==> config.mk <==
export PLATFORM = sky130hd
export DESIGN_NAME = mdrop_rx_filter
export DESIGN_NICKNAME = d
export VERILOG_FILES = /design/src/rtl/mdrop_pkg.sv /design/src/rtl/mdrop_classify.sv /design/src/rtl/mdrop_dis_flag.sv /design/src/rtl/mdrop_push_stage.sv /design/src/rtl/mdrop_rx_filter.sv
export SDC_FILE = /design/constraint.sdc
export NUM_CORES = 1
export LEC_CHECK = 0
export BUFFER_PORTS_ARGS = -buffer_cell sky130_fd_sc_hd__clkbuf_2
export CORE_MARGIN = 8
export CORE_UTILIZATION = 35
export DETAILED_ROUTE_END_ITERATION = 6
export PLACE_DENSITY_LB_ADDON = 0.12
export SLEW_MARGIN = 20
export SYNTH_ARGS = -nofsm -noshare
export SYNTH_HDL_FRONTEND = slang
export SYNTH_SLANG_ARGS = --single-unit
export TNS_END_PERCENT = 100
==> constraint.sdc <==
create_clock -name clk -period 2.55 [get_ports clk]
set_clock_uncertainty 0.05 [all_clocks]
set_input_delay 0.1275 -clock clk [delete_from_list [all_inputs] [get_ports clk]]
set_output_delay 0.1275 -clock clk [all_outputs]
set_load 0.01 [all_outputs]
==> src/rtl/mdrop_pkg.sv <==
package mdrop_pkg;
  typedef enum logic [1:0] {
    MODE_PASS = 2'd0,
    MODE_SW   = 2'd1,
    MODE_AUTO = 2'd2
  } mdrop_mode_e;

  typedef struct packed {
    logic store;     // character should be written
    logic addr_irq;  // address-seen pulse request
    logic hw_set;    // hardware closes the receiver
    logic hw_clr;    // hardware opens the receiver
  } mdrop_dec_t;
endpackage

==> src/rtl/mdrop_classify.sv <==
module mdrop_classify
  import mdrop_pkg::*;
#(
  parameter int DATA_W = 8
) (
  input  logic              rx_valid,
  input  logic [DATA_W-1:0] rx_data,
  input  logic              rx_addr_flag,
  input  logic              mdrop_en,
  input  logic              auto_en,
  input  logic              disabled,
  input  logic [DATA_W-1:0] match_addr,
  output mdrop_dec_t        dec
);
  mdrop_mode_e mode;
  logic        hit;

  always_comb begin
    if (!mdrop_en)    mode = MODE_PASS;
    else if (auto_en) mode = MODE_AUTO;
    else              mode = MODE_SW;
  end

  assign hit = (rx_data == match_addr);

  always_comb begin
    dec = '0;
    if (rx_valid) begin
      unique case (mode)
        MODE_PASS: dec.store = 1'b1;
        MODE_SW: begin
          if (disabled) begin
            dec.store = rx_addr_flag;
          end else begin
            dec.store    = 1'b1;
            dec.addr_irq = rx_addr_flag;
          end
        end
        MODE_AUTO: begin
          if (disabled) begin
            dec.store  = rx_addr_flag && hit;
            dec.hw_clr = rx_addr_flag && hit;
          end else begin
            dec.store  = !(rx_addr_flag && !hit);
            dec.hw_set = rx_addr_flag && !hit;
          end
        end
        default: dec = '0;
      endcase
    end
  end
endmodule

==> src/rtl/mdrop_dis_flag.sv <==
module mdrop_dis_flag (
  input  logic clk,
  input  logic rst,
  input  logic hw_set,
  input  logic hw_clr,
  input  logic sw_wr,
  input  logic sw_val,
  output logic disabled
);
  always_ff @(posedge clk) begin
    if (rst)          disabled <= 1'b0;
    else if (hw_set)  disabled <= 1'b1;
    else if (hw_clr)  disabled <= 1'b0;
    else if (sw_wr)   disabled <= sw_val;
  end
endmodule

==> src/rtl/mdrop_push_stage.sv <==
module mdrop_push_stage
  import mdrop_pkg::*;
#(
  parameter int DATA_W = 8,
  localparam int ENTRY_W = DATA_W + 1
) (
  input  logic               clk,
  input  logic               rst,
  input  mdrop_dec_t         dec,
  input  logic               fifo_full,
  input  logic [DATA_W-1:0]  rx_data,
  input  logic               rx_addr_flag,
  output logic               fifo_push,
  output logic [ENTRY_W-1:0] fifo_wdata,
  output logic               irq_rdy,
  output logic               irq_addr,
  output logic               irq_ovr
);
  logic do_push;
  assign do_push = dec.store && !fifo_full;

  always_ff @(posedge clk) begin
    if (rst) begin
      fifo_push  <= 1'b0;
      fifo_wdata <= '0;
      irq_rdy    <= 1'b0;
      irq_addr   <= 1'b0;
      irq_ovr    <= 1'b0;
    end else begin
      fifo_push <= do_push;
      irq_rdy   <= do_push;
      irq_addr  <= dec.addr_irq;
      irq_ovr   <= dec.store && fifo_full;
      if (do_push) fifo_wdata <= {rx_addr_flag, rx_data};
    end
  end
endmodule

==> src/rtl/mdrop_rx_filter.sv <==
module mdrop_rx_filter
  import mdrop_pkg::*;
#(
  parameter int DATA_W = 8,
  localparam int ENTRY_W = DATA_W + 1
) (
  input  logic               clk,
  input  logic               rst,
  input  logic               cfg_mdrop_en,
  input  logic               cfg_auto_en,
  input  logic [DATA_W-1:0]  match_addr,
  input  logic               sw_dis_wr,
  input  logic               sw_dis_val,
  input  logic               rx_valid,
  input  logic [DATA_W-1:0]  rx_data,
  input  logic               rx_addr_flag,
  input  logic               fifo_full,
  output logic               fifo_push,
  output logic [ENTRY_W-1:0] fifo_wdata,
  output logic               irq_rdy,
  output logic               irq_addr,
  output logic               irq_ovr,
  output logic               rx_disabled
);
  mdrop_dec_t dec;

  mdrop_classify #(.DATA_W(DATA_W)) u_classify (
    .rx_valid    (rx_valid),
    .rx_data     (rx_data),
    .rx_addr_flag(rx_addr_flag),
    .mdrop_en    (cfg_mdrop_en),
    .auto_en     (cfg_auto_en),
    .disabled    (rx_disabled),
    .match_addr  (match_addr),
    .dec         (dec)
  );

  mdrop_dis_flag u_flag (
    .clk     (clk),
    .rst     (rst),
    .hw_set  (dec.hw_set),
    .hw_clr  (dec.hw_clr),
    .sw_wr   (sw_dis_wr),
    .sw_val  (sw_dis_val),
    .disabled(rx_disabled)
  );

  mdrop_push_stage #(.DATA_W(DATA_W)) u_push (
    .clk         (clk),
    .rst         (rst),
    .dec         (dec),
    .fifo_full   (fifo_full),
    .rx_data     (rx_data),
    .rx_addr_flag(rx_addr_flag),
    .fifo_push   (fifo_push),
    .fifo_wdata  (fifo_wdata),
    .irq_rdy     (irq_rdy),
    .irq_addr    (irq_addr),
    .irq_ovr     (irq_ovr)
  );
endmodule

==> impl_metrics.py, run 1 <==
metrics = {
    "outcome": {
        "status": "finished clean",
    },
    "sta": {
        "hold_viol": 0,
        "max_freq_mhz": 616,
        "final.setup.tns_ns": 0,
        "worstMarginPinSlew_ns": 0.674,
        "timing.final.crit_share": 0.637,
        "fin_ws_ns": 0.927,
        "slew_headroom": 0.550,
        "setup_violations": 0,
        "finalMaxSlewViolations": 0,
        "rsz0062_at_grt": "no",
        "period_needed_ns": 1.62,
    },
    "setup_path": {
        "cp.required_ns": 2.70,
        "critPathLaunchType": "input port",
        "cp.arrival_ns": 1.77,
        "cp-end-kind": "flip-flop",
        "ff2ff_setup_slack_ns": 1.05,
        "path_class": "in2reg",
        "cp_max_fo": 9,
    },
    "pwr": {
        "p_per_area_nw_per_um2": 471,
        "p_comb_frac": 0.203,
        "seq_power_share": 0.509,
        "p_leak_nw": 0.437,
        "vdd_drop_max_v": 0.000210,
        "clkPwrFrac": 0.289,
        "intPower_w": 0.000320,
        "p_sw_w": 0.000114,
        "p_sw_frac": 0.263,
    },
    "clock_network": {
        "cts_tree": "built",
        "cts.repair.resized": 0,
        "postCtsSetupBuffers": 0,
        "h-tree-depth": 1,
        "root_buffer": "clkbuf_4",
        "cts_sinks": 13,
        "numCtsBuffers": 3,
        "cts_buffer_depth": 2,
        "path_clk_slew_ns": 0.08,
        "clkLatencyLatePin_ns": 0.27,
        "holdBufCountCts": 1,
    },
    "synthesis": {
        "netlist_instances": 74,
        "synth_area_um2": 688,
        "yosysWarnings": 0,
        "ys_seq_area_frac": 0.378,
        "synth-seq-cells": 13,
        "yosysTopAreaCellShare": 0.378,
        "postSynthAreaPerCell_um2": 9.30,
        "synth_top_cell_by_area": "dfxtp_1",
        "synth_cell_type_count": 23,
        "syn-num-nets": 99,
        "synth_area_leaders": "dfxtp_1 38%, nand2b_1 15%, mux2i_1 13%",
    },
    "final_layout": {
        "n_fill_cell": 214,
        "area_delta_synth_final_pct": 34.0,
        "final_area_um2": 922,
        "final_cells": 140,
        "antenna-diode-count": 0,
        "drive_gt1_frac": 0.372,
        "nets": 139,
    },
    "route": {
        "drtIter0Drc": 10,
        "wirelength_um": 1640,
        "drc": 0,
        "routed_via_density": 4.56,
        "ant_nets": 0,
        "dr.pass1.iters": 4,
        "dr_total_vias": 639,
        "wl_per_cell_um": 11.7,
    },
    "global_routing": {
        "grt_usage": 0.0969,
        "first_global_vias": 656,
        "grt_overflow": 0,
        "antenna_found_initial": 0,
        "grt_first_pass_wirelength_um": 2630,
        "grt_max_degree": 21,
    },
    "place": {
        "post-place-ws_ns": 0.668,
        "gp_congestion": 0.668,
        "dpl.hpwl_um": 1300,
        "io_buffers": 38,
        "placed_area_um2": 886,
        "dp_cells": 135,
    },
    "die": {
        "dieArea_um2": 3640,
        "initial_utilization": 0.362,
        "fp.dieW_um": 60.3,
        "boundaryPins": 39,
        "core_um2": 1900,
        "rows": 16,
        "die_h_um": 60.3,
    },
    "run": {
        "maxCapViolations": 0,
    },
    "hold_path": {
        "hold_class": "in2reg",
    },
}
[through the flow]
stage / utilization / power, W / hold slack, ns
3_3_place_gp: 0.466 / 0.000312 / 0.254
4_1_cts: 0.485 / 0.000442 / 0.0496
6_report: 0.485 / 0.000434 / 0.0600
5_1_grt: 0.485 / 0.000462 / 0.0650
3_5_place_dp: 0.466 / 0.000314 / 0.260
2_1_floorplan: - / 0.000274 / 0.154
[logic make-up after synthesis]
logic type | count (synthesis) | share of synthesized area
buf+inv | 5 | 0.0436
flops | 13 | 0.378
simple gates | 34 | 0.300
xor+xnor | 8 | 0.102
compound gates | 5 | 0.0455
mux | 9 | 0.131
[routing by layer]
metal  vias to the layer above  share of wire  routed length (um)  GRT usage
li1                        326              -                   -          -
met1                       290           0.39                 647      0.102
met2                        21           0.52                 850      0.165
met3                         2          0.083                 136     0.0360
met4                         0         0.0061                  10     0.0510
met5                         -              0                   0          0
[synth_stat cells]
cell type	instances
buf_4	1
and4b_1	1
nor4_1	2
dfxtp_1	13
mux2i_1	9
nand2_1	4
nand3_1	1
xor2_1	8
buf_6	1
nand3b_1	2
a21oi_2	1
a21oi_1	2
nand2b_1	16
inv_1	1
nor2b_1	1
o21ai_0	1
and3_1	1
nor2_1	2
and4_1	1
clkbuf_1	2
or2b_1	2
nor3_1	1
a21boi_0	1
[layout make-up]
class | count | area (um^2) | area share
flip-flops and latches | 13 | 260 | 0.282
well taps | 27 | 33.8 | 0.0366
repair buffers | 39 | 200 | 0.217
inverters | 1 | 3.75 | 0.00407
multi-input cells | 56 | 398 | 0.431
clock buffers | 4 | 26.3 | 0.0285
[cell usage in the layout (no fill, tap or decap), types with 3 or more instances in the layout]
cell	n
clkbuf_2	38
nand2b_1	16
dfxtp_1	13
mux2i_1	9
xor2_1	8
nand2_1	4
clkbuf_4	3
[sequential cells by signal, summed over array words and instances (netlist names)]
register and flops:
u_push.irq_addr 1, u_push.fifo_wdata 9, u_push.fifo_push 1, u_push.irq_ovr 1, u_flag.disabled 1
[path summary, 6_finish.rpt]
kind         depth (start not counted)                  from                   end
max                                  5           cfg_auto_en  u_push.fifo_wdata[7]
min reg2reg                          2  u_push.fifo_wdata[4]  u_push.fifo_wdata[4]
max reg2reg                          4       u_flag.disabled  u_push.fifo_wdata[7]
min                                  3          rx_addr_flag       u_push.irq_addr
[worst max-delay path, stage by stage]
cell and delay (ns):
dlygate4sd3_1 0.54, clkbuf_2 0.11, and3_1 0.19, a21oi_2 0.54, mux2i_1 0.26
[power by group through the flow]
stage                     sequential [W]  combinational, W  clock [W]
after floorplan                 0.000230         0.0000440          0
after global placement          0.000225         0.0000871          0
after detailed placement        0.000225         0.0000882          0
after CTS                       0.000221         0.0000898   0.000131
after global routing            0.000222         0.0000985   0.000142
final                           0.000221         0.0000879   0.000125
No activity file was read; power rests on OpenSTA's default activity.
==> inputs of run 2 (changes only) <==
ABC_AREA = 1   (was unset)
clock period = 1.5 ns   (was 2.55 ns; I/O delays follow)
==> run 2 against run 1 <==
Non-clock buffer count rose by 2. Register-to-register slack got worse by 0.87 ns. Die area rose by 15%. Area after synthesis grew 20%. Via count rose by 33%. Worst setup slack got worse by 0.75 ns. Sequential share of layout area shrank 4.2 points. Worst hold slack worse by 0.059 ns. Critical path type is now reg2reg. Largest cell class unchanged. Largest power group unchanged.
==> impl_metrics.py, run 2 <==
metrics = {
    "global_routing": {
        "grt_usage": 0.100,
        "grt_first_pass_wirelength_um": 3490,
        "grt_overflow": 0,
        "first_global_vias": 847,
        "grt_max_degree": 12,
        "antenna_found_initial": 0,
    },
    "synthesis": {
        "synth.most_common_cell": "nand2_1",
        "synth_compound_area_frac": 0.0454,
        "synth_edf_count": 0,
        "ys.flop_type": "dfxtp_1",
        "syn-num-nets": 153,
        "yosysTopAreaCellShare": 0.315,
        "postSynthAreaPerCell_um2": 6.46,
        "synth_commonest_cells": "38 x nand2_1, 30 x inv_1, 13 x dfxtp_1, 11 x nor2_2, 9 x nand4_1",
        "synth_top_family_by_area": "simple AND/OR/NAND/NOR gates",
        "synth-adder-area-share": 0,
        "yosysWarnings": 0,
        "synth-seq-cells": 13,
        "synth-xor-area-share": 0.0424,
        "synth_area_um2": 827,
        "ys_seq_area_frac": 0.315,
        "synthMuxAreaShare": 0,
        "synthArstFlopShare": 0,
        "synth_cell_type_count": 21,
        "netlist_instances": 128,
        "synth-simple-area-share": 0.408,
        "synth_top_cell_by_area": "dfxtp_1",
        "synth_area_leaders": "dfxtp_1 31%, nand2_1 17%, inv_1 14%",
    },
    "place": {
        "dpl.hpwl_um": 1680,
        "placed_area_um2": 1030,
        "io_buffers": 38,
        "post-place-ws_ns": 0.224,
        "gp_congestion": 0.753,
    },
    "die": {
        "rows": 17,
        "die_h_um": 64.6,
        "core_um2": 2230,
        "boundaryPins": 39,
        "fp.dieW_um": 64.6,
        "dieArea_um2": 4170,
        "initial_utilization": 0.370,
    },
    "route": {
        "drc": 0,
        "routed_via_density": 4.29,
        "dr.pass1.iters": 4,
        "wl_per_cell_um": 9.86,
        "dr_total_vias": 850,
        "ant_nets": 0,
        "drtIter0Drc": 13,
        "wirelength_um": 1950,
    },
    "sta": {
        "finalMaxSlewViolations": 0,
        "rsz0062_at_grt": "no",
        "period_needed_ns": 1.32,
        "max_freq_mhz": 756,
        "timing.final.crit_share": 0.882,
        "final.setup.tns_ns": 0,
        "fin_ws_ns": 0.177,
        "slew_headroom": 0.768,
        "whs_ns": 0.00113,
        "setup_violations": 0,
        "worstMarginPinSlew_ns": 0.348,
        "hold_viol": 0,
    },
    "setup_path": {
        "path_class": "reg2reg",
        "slowest_delay_ns": 0.55,
        "path_buf_inv": 1,
        "worst_path_max_delay_cell": "dlygate4sd3_1",
        "cp_top_family": "buffers and inverters",
        "crit_chain": "nor2_1 -> nand3_1 -> nor3_1 -> dlygate4sd3_1",
        "cp.required_ns": 1.67,
        "cp-end-kind": "flip-flop",
        "cp.arrival_ns": 1.50,
        "critPathLaunchType": "flip-flop",
        "cp_max_fo": 5,
    },
    "final_layout": {
        "largest_reg_flops": 9,
        "drive_gt1_frac": 0.353,
        "top_register": "u_push.fifo_wdata",
        "fin_util": 0.486,
        "final_cell_mix": "38 x nand2_1, 38 x clkbuf_2, 30 x inv_1",
        "final_area_um2": 1080,
        "area_delta_synth_final_pct": 31.2,
        "nets": 196,
        "antenna-diode-count": 0,
    },
    "clock_network": {
        "root_buffer": "clkbuf_4",
        "cts_sinks": 13,
        "cts.repair.resized": 0,
        "cts_tree": "built",
        "h-tree-depth": 1,
        "path_clk_slew_ns": 0.08,
        "clkLatencyLatePin_ns": 0.27,
        "numCtsBuffers": 3,
        "holdBufCountCts": 3,
        "postCtsSetupBuffers": 0,
        "cts_buffer_depth": 2,
    },
    "pwr": {
        "p_leak_nw": 0.623,
        "vdd_drop_max_v": 0.000395,
        "p_per_area_nw_per_um2": 749,
    },
    "run": {
        "maxCapViolations": 0,
    },
    "outcome": {
        "status": "finished clean",
    },
    "hold_path": {
        "hold_class": "in2reg",
    },
}
==> run 2: cell count changes in the layout (fill, tap and decap cells not counted), sizes merged, moves of 3 or more <==
cell | previous run | this run
inv | 1 | 33
mux2i | 9 | 0
nand2 | 4 | 40
nand2b | 16 | 0
nand3 | 1 | 4
nand4 | 0 | 9
nor2 | 2 | 15
xnor2 | 0 | 4
xor2 | 8 | 0
==> run 2: where the power goes <==
part / internal (W) / total (W) / switching [W]
registers: 0.000367 / 0.000379 / 0.0000124
clock network: 0.000103 / 0.000218 / 0.000115
logic: 0.0000928 / 0.000215 / 0.000122
==> run 2: final timing paths <==
check | startpoint | to | slack [ns] | cells after the start
worst max-delay path | u_flag.disabled | u_push.irq_addr | 0.18 | 4
worst min-delay path | fifo_full | u_push.irq_ovr | 0.001 | 3
worst max register to register | u_flag.disabled | u_push.irq_addr | 0.18 | 4
worst min register to register | u_push.fifo_wdata[7] | u_push.fifo_wdata[7] | 0.48 | 4
==> run 2: cells by family (layout without fill, tap and decap cells) <==
family	Yosys count	count (layout)
AOI/OAI and AO/OA	4	4
buffers and inverters	38	80
DFF	13	13
and+or+nand+nor	69	69
xor gates and xnor gates	4	4
==> run 2: stage by stage <==
stage                     power (W)  cells
after floorplan            0.000521    128
after global placement     0.000599    191
after detailed placement   0.000601    191
after CTS                  0.000823    198
after global routing       0.000868    198
final                      0.000812    198
==> run 2: area by class of cell <==
class / count / area [um^2]
clock buffers: 4 / 26.3
inverters: 35 / 133
well taps: 28 / 35.0
fillers: 236 / 1150
flip-flops and latches: 13 / 260
repair buffers: 41 / 220
multi-input cells: 77 / 410
==> run 2: worst register-to-register path, cell delays in order, from the launching register on <==
cell and delay, ns:
dfxtp_1 0.37, nor2_1 0.12, nand3_1 0.07, nor3_1 0.11
dlygate4sd3_1 0.55
==> run 2: metal layers <==
layer  GRT usage  up-vias  part of all wire
met1       0.125      348              0.48
met3      0.0326        4             0.081
li1            -      465                 -
met4      0.0409        0             0.011
met2       0.154       33              0.43
met5           0        -                 0
==> inputs of run 3 (changes only) <==
RECOVER_POWER = 25   (was unset)
==> run 3 against run 2 <==
Combinational power hardly changed. Global-route usage unchanged. Die area unchanged. Worst hold slack about the same. Maximum frequency about the same. Core utilization down 0.34 points. First-iteration DRC count decreased by 23%. Wire length grew 0.20%. Worst setup slack barely moved. Critical path depth did not move. Critical endpoint unchanged. Highest routed layer unchanged.
==> impl_metrics.py, run 3 (synthesis results as in run 2) <==
metrics = {
    "outcome": {
        "status": "finished clean",
    },
    "die": {
        "die_h_um": 64.6,
        "rows": 17,
        "dieArea_um2": 4170,
        "boundaryPins": 39,
        "core_um2": 2230,
        "fp.dieW_um": 64.6,
        "initial_utilization": 0.370,
    },
    "pwr": {
        "p_sw_w": 0.000249,
        "vdd_drop_max_v": 0.000395,
        "seq_power_share": 0.468,
        "intPower_w": 0.000560,
        "p_leak_nw": 0.603,
        "clkPwrFrac": 0.269,
        "p_sw_frac": 0.308,
        "p_per_area_nw_per_um2": 752,
        "finalPower_w": 0.000810,
        "p_comb_frac": 0.263,
    },
    "sta": {
        "hold_viol": 0,
        "period_needed_ns": 1.32,
        "worstMarginPinSlew_ns": 0.348,
        "slew_headroom": 0.768,
        "finalMaxSlewViolations": 0,
        "whs_ns": 0.00155,
        "max_freq_mhz": 756,
        "setup_violations": 0,
        "timing.final.crit_share": 0.882,
        "rsz0062_at_grt": "no",
        "final.setup.tns_ns": 0,
    },
    "route": {
        "drtIter0Drc": 10,
        "routed_via_density": 4.29,
        "dr.pass1.iters": 4,
        "wl_per_cell_um": 9.88,
        "dr_total_vias": 850,
        "drc": 0,
        "ant_nets": 0,
        "wirelength_um": 1960,
    },
    "setup_path": {
        "cp-end-kind": "flip-flop",
        "cp.required_ns": 1.67,
        "worst_path_max_delay_cell": "dlygate4sd3_1",
        "cp.arrival_ns": 1.50,
        "ff2ff_setup_slack_ns": 0.18,
        "slowest_delay_ns": 0.55,
        "path_class": "reg2reg",
        "cp_max_fo": 5,
        "critPathLaunchType": "flip-flop",
        "crit_chain": "nor2_1 -> nand3_1 -> nor3_1 -> dlygate4sd3_1",
    },
    "final_layout": {
        "final_common_cell": "nand2_1",
        "antenna-diode-count": 0,
        "final_cell_mix": "38 x nand2_1, 32 x clkbuf_2, 30 x inv_1",
        "top_register": "u_push.fifo_wdata",
        "final_area_um2": 1080,
        "nets": 196,
        "drive_gt1_frac": 0.318,
        "largest_reg_flops": 9,
        "area_delta_synth_final_pct": 30.3,
        "final_cells": 198,
    },
    "global_routing": {
        "grt_first_pass_wirelength_um": 3490,
        "antenna_found_initial": 0,
        "first_global_vias": 847,
        "grt_usage": 0.100,
        "grt_overflow": 0,
        "grt_max_degree": 12,
    },
    "clock_network": {
        "cts_buffer_depth": 2,
        "cts.repair.resized": 0,
        "root_buffer": "clkbuf_4",
        "h-tree-depth": 1,
        "cts_sinks": 13,
        "numCtsBuffers": 3,
        "cts_tree": "built",
        "path_clk_slew_ns": 0.08,
        "clkLatencyLatePin_ns": 0.27,
    },
    "place": {
        "gp_congestion": 0.753,
        "dp_cells": 191,
        "io_buffers": 38,
        "dpl.hpwl_um": 1680,
        "placed_area_um2": 1030,
    },
    "hold_path": {
        "hold_class": "in2reg",
    },
    "run": {
        "maxCapViolations": 0,
    },
}
[run 3: per-stage QoR]
stage	util	setup slack [ns]
2_1_floorplan	-	0.363
3_3_place_gp	0.461	0.257
3_5_place_dp	0.461	0.224
4_1_cts	0.486	0.165
5_1_grt	0.482	0.101
6_report	0.482	0.177
[run 3: layout make-up]
cell class,instances,area (um^2)
Timing Repair Buffer,41,213
Tap cell,28,35.0
Fill cell,240,1160
Multi-Input combinational cell,77,410
Clock buffer,4,26.3
Inverter,35,133
Sequential cell,13,260
[run 3: final timing paths]
| kind | startpoint | endpoint | cells after the start |
|---|---|---|---|
| setup reg to reg | u_flag.disabled | u_push.irq_addr | 4 |
| hold reg to reg | u_push.fifo_wdata[7] | u_push.fifo_wdata[7] | 4 |
| hold / removal | fifo_full | u_push.irq_ovr | 3 |
| setup / recovery | u_flag.disabled | u_push.irq_addr | 4 |
[run 3: worst max-delay path, delay by kind of cell, from the launching register on]
kind	cells	cell delay [ns]
and+or+nand+nor	3	0.30
buffers and inverters	1	0.55
DFF	1	0.37
[run 3: power groups by stage]
stage	registers, W	logic [W]	clock network (W)
3_3_place_gp	0.000387	0.000212	0
4_1_cts	0.000380	0.000220	0.000224
3_5_place_dp	0.000388	0.000214	0
6_report	0.000379	0.000213	0.000218
5_1_grt	0.000382	0.000246	0.000238
2_1_floorplan	0.000398	0.000124	0
[run 3: timing repair]
item,CTS,global route
setup buffers,0,0
endpoints found under the hold margin,3,0
hold buffers,3,0
[run 3: per-layer routing]
| layer | up-vias | part of all wire | track usage |
|---|---|---|---|
| met5 | - | 0 | 0 |
| met4 | 0 | 0.011 | 0.0409 |
| met3 | 4 | 0.082 | 0.0326 |
| met2 | 33 | 0.43 | 0.154 |
| met1 | 348 | 0.48 | 0.125 |
| li1 | 465 | - | - |
